[src/rtl/lvldet_pkg.sv]
package lvldet_pkg;

   typedef enum logic [1:0] {
      LVL_LOW    = 2'd0,
      LVL_GOOD   = 2'd1,
      LVL_UNSURE = 2'd2
   } lvl_class_e;

   // the band flag dominates the good flag
   function automatic lvl_class_e classify(input logic ok, input logic unsure);
      if (unsure)
         return LVL_UNSURE;
      else if (ok)
         return LVL_GOOD;
      else
         return LVL_LOW;
   endfunction

   function automatic int ctr_width(input int limit);
      return (limit > 1) ? $clog2(limit) : 1;
   endfunction

endpackage

[src/rtl/lvl_sync.sv]
module lvl_sync #(
   parameter int NUM_CH      = 5,
   parameter int SYNC_STAGES = 2
) (
   input  logic              clk,
   input  logic              rst_n,
   input  logic [NUM_CH-1:0] ok_i,
   input  logic [NUM_CH-1:0] unsure_i,
   output logic [NUM_CH-1:0] ok_o,
   output logic [NUM_CH-1:0] unsure_o
);

   generate
      if (SYNC_STAGES == 0) begin : g_bypass
         assign ok_o     = ok_i;
         assign unsure_o = unsure_i;
      end else begin : g_chain
         logic [NUM_CH-1:0] ok_q     [SYNC_STAGES];
         logic [NUM_CH-1:0] unsure_q [SYNC_STAGES];

         for (genvar s = 0; s < SYNC_STAGES; s++) begin : g_stage
            always_ff @(posedge clk or negedge rst_n) begin
               if (!rst_n) begin
                  ok_q[s]     <= '0;
                  unsure_q[s] <= '1;
               end else if (s == 0) begin
                  ok_q[s]     <= ok_i;
                  unsure_q[s] <= unsure_i;
               end else begin
                  ok_q[s]     <= ok_q[(s > 0) ? s-1 : 0];
                  unsure_q[s] <= unsure_q[(s > 0) ? s-1 : 0];
               end
            end
         end

         assign ok_o     = ok_q[SYNC_STAGES-1];
         assign unsure_o = unsure_q[SYNC_STAGES-1];
      end
   endgenerate

endmodule

[src/rtl/lvl_merge.sv]
module lvl_merge
   import lvldet_pkg::*;
#(
   parameter int NUM_CH = 5
) (
   input  logic [NUM_CH-1:0] ok_i,
   input  logic [NUM_CH-1:0] unsure_i,
   output logic              any_good_o,
   output logic              all_low_o
);

   logic [NUM_CH-1:0] is_good;
   logic [NUM_CH-1:0] is_low;

   generate
      for (genvar c = 0; c < NUM_CH; c++) begin : g_ch
         lvl_class_e cls;
         assign cls        = classify(ok_i[c], unsure_i[c]);
         assign is_good[c] = (cls == LVL_GOOD);
         assign is_low[c]  = (cls == LVL_LOW);
      end
   endgenerate

   assign any_good_o = |is_good;
   assign all_low_o  = &is_low;

endmodule

[src/rtl/dwell_ctr.sv]
module dwell_ctr
   import lvldet_pkg::*;
#(
   parameter int LIMIT = 16
) (
   input  logic clk,
   input  logic rst_n,
   input  logic clr_i,
   input  logic inc_i,
   output logic full_o
);

   localparam int W = ctr_width(LIMIT);
   localparam logic [W-1:0] TOP = W'(LIMIT - 1);

   logic [W-1:0] cnt;

   assign full_o = (cnt == TOP);

   always_ff @(posedge clk or negedge rst_n) begin
      if (!rst_n)
         cnt <= '0;
      else if (clr_i)
         cnt <= '0;
      else if (inc_i && !full_o)
         cnt <= cnt + 1'b1;
   end

endmodule

[src/rtl/rx_invalid_detector.sv]
module rx_invalid_detector #(
   parameter int NUM_CH      = 5,
   parameter int ASSERT_CYC  = 1500,
   parameter int RELEASE_CYC = 50,
   parameter int SYNC_STAGES = 2
) (
   input  logic              clk,
   input  logic              rst_n,
   input  logic [NUM_CH-1:0] lvl_ok_i,
   input  logic [NUM_CH-1:0] lvl_unsure_i,
   output logic              invalid_n_o
);

   generate
      if (NUM_CH < 1) begin : g_bad_ch
         $error("NUM_CH must be at least 1");
      end
      if (ASSERT_CYC < 1 || RELEASE_CYC < 1) begin : g_bad_dwell
         $error("dwell lengths must be at least 1 cycle");
      end
      if (SYNC_STAGES < 0 || SYNC_STAGES > 4) begin : g_bad_sync
         $error("SYNC_STAGES must lie in 0..4");
      end
   endgenerate

   logic [NUM_CH-1:0] ok_s;
   logic [NUM_CH-1:0] unsure_s;
   logic              any_good;
   logic              all_low;
   logic              fall_full;
   logic              rise_full;

   lvl_sync #(.NUM_CH(NUM_CH), .SYNC_STAGES(SYNC_STAGES)) u_sync (
      .clk      (clk),
      .rst_n    (rst_n),
      .ok_i     (lvl_ok_i),
      .unsure_i (lvl_unsure_i),
      .ok_o     (ok_s),
      .unsure_o (unsure_s)
   );

   lvl_merge #(.NUM_CH(NUM_CH)) u_merge (
      .ok_i       (ok_s),
      .unsure_i   (unsure_s),
      .any_good_o (any_good),
      .all_low_o  (all_low)
   );

   // all-low dwell: cleared by any good channel, paused otherwise
   dwell_ctr #(.LIMIT(ASSERT_CYC)) u_fall (
      .clk    (clk),
      .rst_n  (rst_n),
      .clr_i  (any_good),
      .inc_i  (all_low),
      .full_o (fall_full)
   );

   // any-good dwell: cleared by an all-low sample, paused otherwise
   dwell_ctr #(.LIMIT(RELEASE_CYC)) u_rise (
      .clk    (clk),
      .rst_n  (rst_n),
      .clr_i  (all_low),
      .inc_i  (any_good),
      .full_o (rise_full)
   );

   always_ff @(posedge clk or negedge rst_n) begin
      if (!rst_n)
         invalid_n_o <= 1'b1;
      else if (all_low && fall_full)
         invalid_n_o <= 1'b0;
      else if (any_good && rise_full)
         invalid_n_o <= 1'b1;
   end

endmodule

[config.mk]
export PLATFORM = sky130hd
export DESIGN_NAME = rx_invalid_detector
export DESIGN_NICKNAME = d
export VERILOG_FILES = /design/src/rtl/lvldet_pkg.sv /design/src/rtl/lvl_sync.sv /design/src/rtl/lvl_merge.sv /design/src/rtl/dwell_ctr.sv /design/src/rtl/rx_invalid_detector.sv
export SDC_FILE = /design/constraint.sdc
export NUM_CORES = 1
export LEC_CHECK = 0
export BUFFER_PORTS_ARGS = -buffer_cell sky130_fd_sc_hd__clkbuf_2
export CORE_MARGIN = 2
export CORE_UTILIZATION = 60
export CTS_BUF_LIST = sky130_fd_sc_hd__clkbuf_8 sky130_fd_sc_hd__clkbuf_16
export DETAILED_ROUTE_END_ITERATION = 12
export PLACE_DENSITY_LB_ADDON = 0.25
export SLEW_MARGIN = 20
export SYNTH_ARGS = -nofsm -noshare
export SYNTH_HDL_FRONTEND = slang
export SYNTH_HIERARCHICAL = 1
export SYNTH_SLANG_ARGS = --single-unit
[constraint.sdc]
create_clock -name clk -period 6.2 [get_ports clk]
set_clock_uncertainty 0.2 [all_clocks]
set_input_delay 1.24 -clock clk [delete_from_list [all_inputs] [get_ports clk]]
set_output_delay 1.24 -clock clk [all_outputs]
set_load 0.1 [all_outputs]
# Yosys cells after proc, flatten, opt, wreduce, memory -nomap -nowiden

Cells that the tools add are included.

Output and inout port bits: 1
Word-level logic and storage cells: 48
Input port bits: 12
Register bits after elaboration: 38

$add $sub $neg: 2
Reductions and logical operators: 16
Equality and inequality tests: 7
Mux-type cells: 16

Operators with widths:

| kind                                          | count |
|---|---|
| 2-to-1 mux 11 bit                             | 2 |
| 2-to-1 mux 6 bit                              | 2 |
| adder 11 x 1 -> 11 bit, second input constant | 1 |
| == test 11 bit, second input constant         | 1 |
| == test 2 x 1 -> 1 bit, second input constant | 5 |
| zero test 2 bit                               | 5 |
| 2-to-1 mux 2 bit                              | 5 |
| 2-to-1 mux 1 bit                              | 7 |
| adder 6 x 1 -> 6 bit, second input constant   | 1 |
| == test 6 bit, second input constant          | 1 |
| nonzero test 2 bit                            | 3 |
| AND reduction 5 bit                           | 1 |
| OR reduction 5 bit                            | 1 |
| logical AND 1 bit                             | 4 |
| zero test 1 bit                               | 2 |

# Longest topological paths before layout

Depth after elaboration: 7
Mapped depth: 8
Mapped depth without buffers: 6

# Cells and area by module

Netlist, hierarchy kept.

Modules (own cells, without submodules):

| module              | area each (µm²) | cells an instance | instances |
|---|---|---|---|
| dwell_ctr at u_fall | 599.3           | 58                | 1 |
| lvl_sync            | 588.1           | 30                | 1 |
| dwell_ctr at u_rise | 354.1           | 37                | 1 |
| lvl_merge           | 65.1            | 10                | 1 |
| rx_invalid_detector | 43.8            | 3                 | 1 |

# Worst setup path after synthesis

Ideal clock, no wire load.

Path type: flip-flop to flip-flop
Start: register u_sync.g_chain.ok_q, in the netlist u_sync/ok_o[3]
End: register u_fall.cnt[5]
Stages on the path, launching flop included: 7
Arrival time: 2.340 ns
Buffers on the path: 1
Path slack: 3.582 ns
Period minus slack after synthesis: 2.618 ns
Path through: dfrtp_1 -> buf_4 -> or4_1 -> nor4_2 -> nand4_1 -> or3_1 -> a21oi_1

Longest elaborated chain between the ends: 6
Elaborated cells on any way between the ends: 9
Classes of those cells: 1 x eq/ne; 3 x mux; 5 x reduce/logical

Ends and longest elaborated chain:

| what                             | line                      | text |
|---|---|---|
| start: declaration               | lvl_sync.sv:18            | `logic [NUM_CH-1:0] ok_q [SYNC_STAGES];` |
| start signal: indexed assignment | lvl_sync.sv:27            | `ok_q[s] <= ok_i;` |
| start signal: indexed assignment | lvl_sync.sv:30            | `ok_q[s] <= ok_q[(s > 0) ? s-1 : 0];` |
| 2-to-1 mux 1 bit                 | lvldet_pkg.sv:13          | `else if (ok)` |
| 2-to-1 mux 2 bit                 | lvldet_pkg.sv:11          | `if (unsure)` |
| zero test 2 bit                  | lvl_merge.sv:20           | `assign is_low[c] = (cls == LVL_LOW);` |
| AND reduction 5 bit              | lvl_merge.sv:25           | `assign all_low_o = &is_low;` |
| via all_low                      | rx_invalid_detector.sv:29 | `logic all_low;` |
| logical AND 1 bit                | dwell_ctr.sv:25           | `else if (inc_i && !full_o)` |
| nonzero test 2 bit (no line)     | --                        |  |
| end signal: assignment           | dwell_ctr.sv:26           | `cnt <= cnt + 1'b1;` |
| end: declaration                 | dwell_ctr.sv:16           | `logic [W-1:0] cnt;` |

The timed path passes the listed nets, and every way through them passes these cells.
A chain may end at the register's enable or synchronous reset.

# Worst setup path in the final report

Start: register invalid_n_o
End: output port invalid_n_o

RTL lines:

| what                     | line                      | text |
|---|---|---|
| start: declaration       | rx_invalid_detector.sv:11 | `output logic invalid_n_o` |
| start signal: assignment | rx_invalid_detector.sv:69 | `invalid_n_o <= 1'b1;` |
| start signal: assignment | rx_invalid_detector.sv:71 | `invalid_n_o <= 1'b0;` |
| start signal: assignment | rx_invalid_detector.sv:73 | `invalid_n_o <= 1'b1;` |

No word-level cell between the ends.

==> impl_metrics.py <==
metrics = {
    "outcome": {
        "outcome": "complete, no violations",
    },
    "finish": {
        "final_nets": 161,
        "finish.instance_area_sq_um": 1790,
        "diodes": 0,
        "num-fill-cells": 203,
        "drive_gt1_share_pct": 29.3,
        "area_delta_synth_final_pct": 8.49,
    },
    "routing": {
        "avgRoutedWirePerCell_um": 13.5,
        "ant_nets": 0,
        "drc": 0,
        "vias": 993,
        "viasPerCell": 5.58,
        "first_iter_violations": 37,
        "dr.pass1.iters": 4,
        "drt-total-wl_um": 2410,
    },
    "worst_setup_path": {
        "worstSetupStartpointType": "flip-flop",
        "reg2reg_setup_slack_ns": 3.80,
        "path_cells": "clkbuf_2",
        "cp-end-kind": "primary output",
        "r2r_end": "u_fall/cnt[5]$_DFFE_PN0P_",
        "critical-path-top-delay-family": "flip-flops",
        "crit_path_start": "invalid_n_o$_DFFE_PN1P_",
        "reg2reg_from": "u_sync/ok_o[3]$_DFF_PN0_",
        "cp.required_ns": 4.76,
        "cp_num_cells": 1,
        "cp_max_fo": 2,
        "critPathBufInv": 1,
        "crit_path_end": "invalid_n_o",
        "crit_type": "flip-flop to primary output",
        "cp.arrival_ns": 1.28,
        "slowest_stage": "dfstp_2",
        "reg2reg_depth": 6,
        "cpPeakStageDelay_ns": 0.55,
    },
    "power_and_ir_drop": {
        "p_leak_nw": 0.741,
        "p_clk_share_pct": 31.9,
        "internal_power_w": 0.000449,
        "pwr-share-seq_pct": 49.0,
        "switchingPower_w": 0.000180,
        "p_comb_share_pct": 19.1,
        "power_density_nw_per_um2": 351,
        "max-vdd-ir-drop_v": 0.000341,
        "swShare_pct": 28.6,
    },
    "cts": {
        "clkTransAtPathRegs_ns": 0.07,
        "clock_latency_ns": 0.28,
        "cts_tree": "built",
        "cts_resized": 0,
        "htreeDepth": 2,
        "cts_made_buffers": 5,
        "clockBufferDepth": 2,
        "cts_setup_buffers": 0,
        "cts.sinks": 38,
        "clockRootBuffer": "clkbuf_8",
        "hold_buffers": 0,
    },
    "synthesis": {
        "ys_ff_latch": 38,
        "synth_top_area_share_pct": 40.9,
        "synthArstFlopShare_pct": 100,
        "synth.distinct_cells": 41,
        "syn_inst": 138,
        "yosysSeqAreaShare_pct": 58.5,
        "yosys-top-cells-area": "dfrtp_1 41%, dfstp_2 18%, buf_4 4.5%, nor2_1 3.2%, xnor2_1 2.7%",
        "synth_most_common_cell": "dfrtp_1",
        "synth_common_cells": "27 x dfrtp_1, 14 x nor2_1, 11 x dfstp_2",
        "synth_top_area_cell": "dfrtp_1",
        "synth_enable_flop_cells": 0,
        "netlist_area_sq_um": 1650,
        "yosysWarnings": 6,
        "avgSynthCellArea_sq_um": 12.0,
        "syn_nets": 153,
        "yosys_most_used_dff": "dfrtp_1",
    },
    "floorplanning": {
        "fp.dieH_um": 56.4,
        "core_sq_um": 2690,
        "start_util_pct": 61.4,
        "io_pins": 13,
        "die-width_um": 56.4,
        "die_area_sq_um": 3190,
        "rows": 19,
    },
    "timing": {
        "rsz0062_at_grt": "no",
        "hold_violations": 0,
        "slew_headroom_pct": 41.7,
        "fin_crit_sh_pct": 43.9,
        "timing.final.crit_period_ns": 2.72,
        "worst_pin_slew_ns": 0.875,
        "slew_violations": 0,
        "setup_viol": 0,
        "fmax_mhz": 368,
        "setup_tns_ns": 0,
    },
    "placed_design": {
        "dpl-instance-area_sq_um": 1680,
        "routabilityCongestion": 0.727,
        "port_buffers": 12,
        "hpwl_um": 1740,
    },
    "global_route": {
        "grt_pass1_wl_um": 4000,
        "grt_start_max_net_pins": 39,
        "antenna_found_initial": 0,
        "first_global_vias": 1013,
        "overflow": 0,
        "track_usage_pct": 17.1,
    },
    "job": {
        "drv_cap": 0,
    },
    "min_path": {
        "hold_class": "flip-flop to flip-flop",
    },
}
## metrics by stage
| stage | util (%) | hold slack [ns] | total power (W) | instances | setup slack, ns |
|---|---|---|---|---|---|
| 4_1_cts | 66.7 | 0.151 | 0.000636 | 178 | 3.46 |
| 3_5_place_dp | 62.4 | 0.138 | 0.000431 | 170 | 3.78 |
| 2_1_floorplan | - | 0.131 | 0.000402 | 138 | 3.58 |
| 6_report | 66.7 | 0.150 | 0.000628 | 178 | 3.48 |
| 5_1_grt | 66.7 | 0.160 | 0.000658 | 178 | 3.45 |
| 3_3_place_gp | 62.4 | 0.135 | 0.000418 | 170 | 3.80 |
## kinds of logic (layout without fill, tap and decap cells)
logic type	count (synthesis)	after routing	synth area share (%)
AND/OR/NAND/NOR	48	48	17.0
flip-flops	38	38	58.5
buffers and inverters	22	31	7.35
AO/OA/AOI/OAI	15	15	8.11
XOR/XNOR	10	10	5.31
adder cells (fa/ha/maj)	3	3	2.27
multiplexers	2	2	1.52
## cell type report
class / count / area [sq um] / share of cell area, %
Clock buffer: 5 / 68.8 / 3.84
Clock inverter: 3 / 45.0 / 2.52
Inverter: 9 / 33.8 / 1.89
Multi-Input combinational cell: 78 / 564 / 31.5
Sequential cell: 38 / 965 / 53.9
Tap cell: 31 / 38.8 / 2.17
Timing Repair Buffer: 14 / 75.1 / 4.19
## routing by layer
layer | GRT usage (%) | part of all wire (%)
met1 | 18.2 | 44
met2 | 28.2 | 51
met4 | 11.9 | 1.3
met5 | 0 | 0
met3 | 5.53 | 4.4
## power by group through the flow
stage	registers [W]	clock network, W	logic [W]
floorplan	0.000323	0	0.0000786
global placement	0.000309	0	0.000109
detailed placement	0.000312	0	0.000119
CTS	0.000308	0.000209	0.000119
global route	0.000312	0.000216	0.000130
finish	0.000308	0.000200	0.000120
## how the worst min path moves through the flow
stage                     depth (start not counted)                           end                                  from
after floorplan                                   0      u_sync/ok_o[0]$_DFF_PN0_      u_sync/g_chain.ok_q[5]$_DFF_PN0_
after global placement                            0      u_sync/ok_o[3]$_DFF_PN0_      u_sync/g_chain.ok_q[8]$_DFF_PN0_
after detailed placement                          0      u_sync/ok_o[1]$_DFF_PN0_      u_sync/g_chain.ok_q[6]$_DFF_PN0_
after CTS                                         0      u_sync/ok_o[1]$_DFF_PN0_      u_sync/g_chain.ok_q[6]$_DFF_PN0_
after global routing                              0  u_sync/unsure_o[2]$_DFF_PN1_  u_sync/g_chain.unsure_q[7]$_DFF_PN1_
final                                             0      u_sync/ok_o[1]$_DFF_PN0_      u_sync/g_chain.ok_q[6]$_DFF_PN0_
## flip-flops by register name (all words and copies together) (netlist names)
register and flops:
invalid_n_o 1, u_fall/cnt 11, u_rise/cnt 6, u_sync/g_chain.ok_q 5, u_sync/g_chain.unsure_q 5, u_sync/ok_o 5
u_sync/unsure_o 5
## cell usage in the layout (no fill, tap or decap), types with 2 or more instances in the layout
cell         n
nand2_1      7
nor3_1       4
nor4_1       2
nand3_1      3
inv_1        9
o21ai_0      2
dfrtp_1     27
ha_1         3
a21oi_2      2
clkbuf_8     5
or4_1        2
xor2_1       5
a21oi_1      2
clkbuf_2    12
nor2_1      14
xnor2_1      5
buf_4        2
or3_1        2
clkinvlp_4   2
dfstp_2     11
nand4_1      4
(Power assumes the default switching activity.)
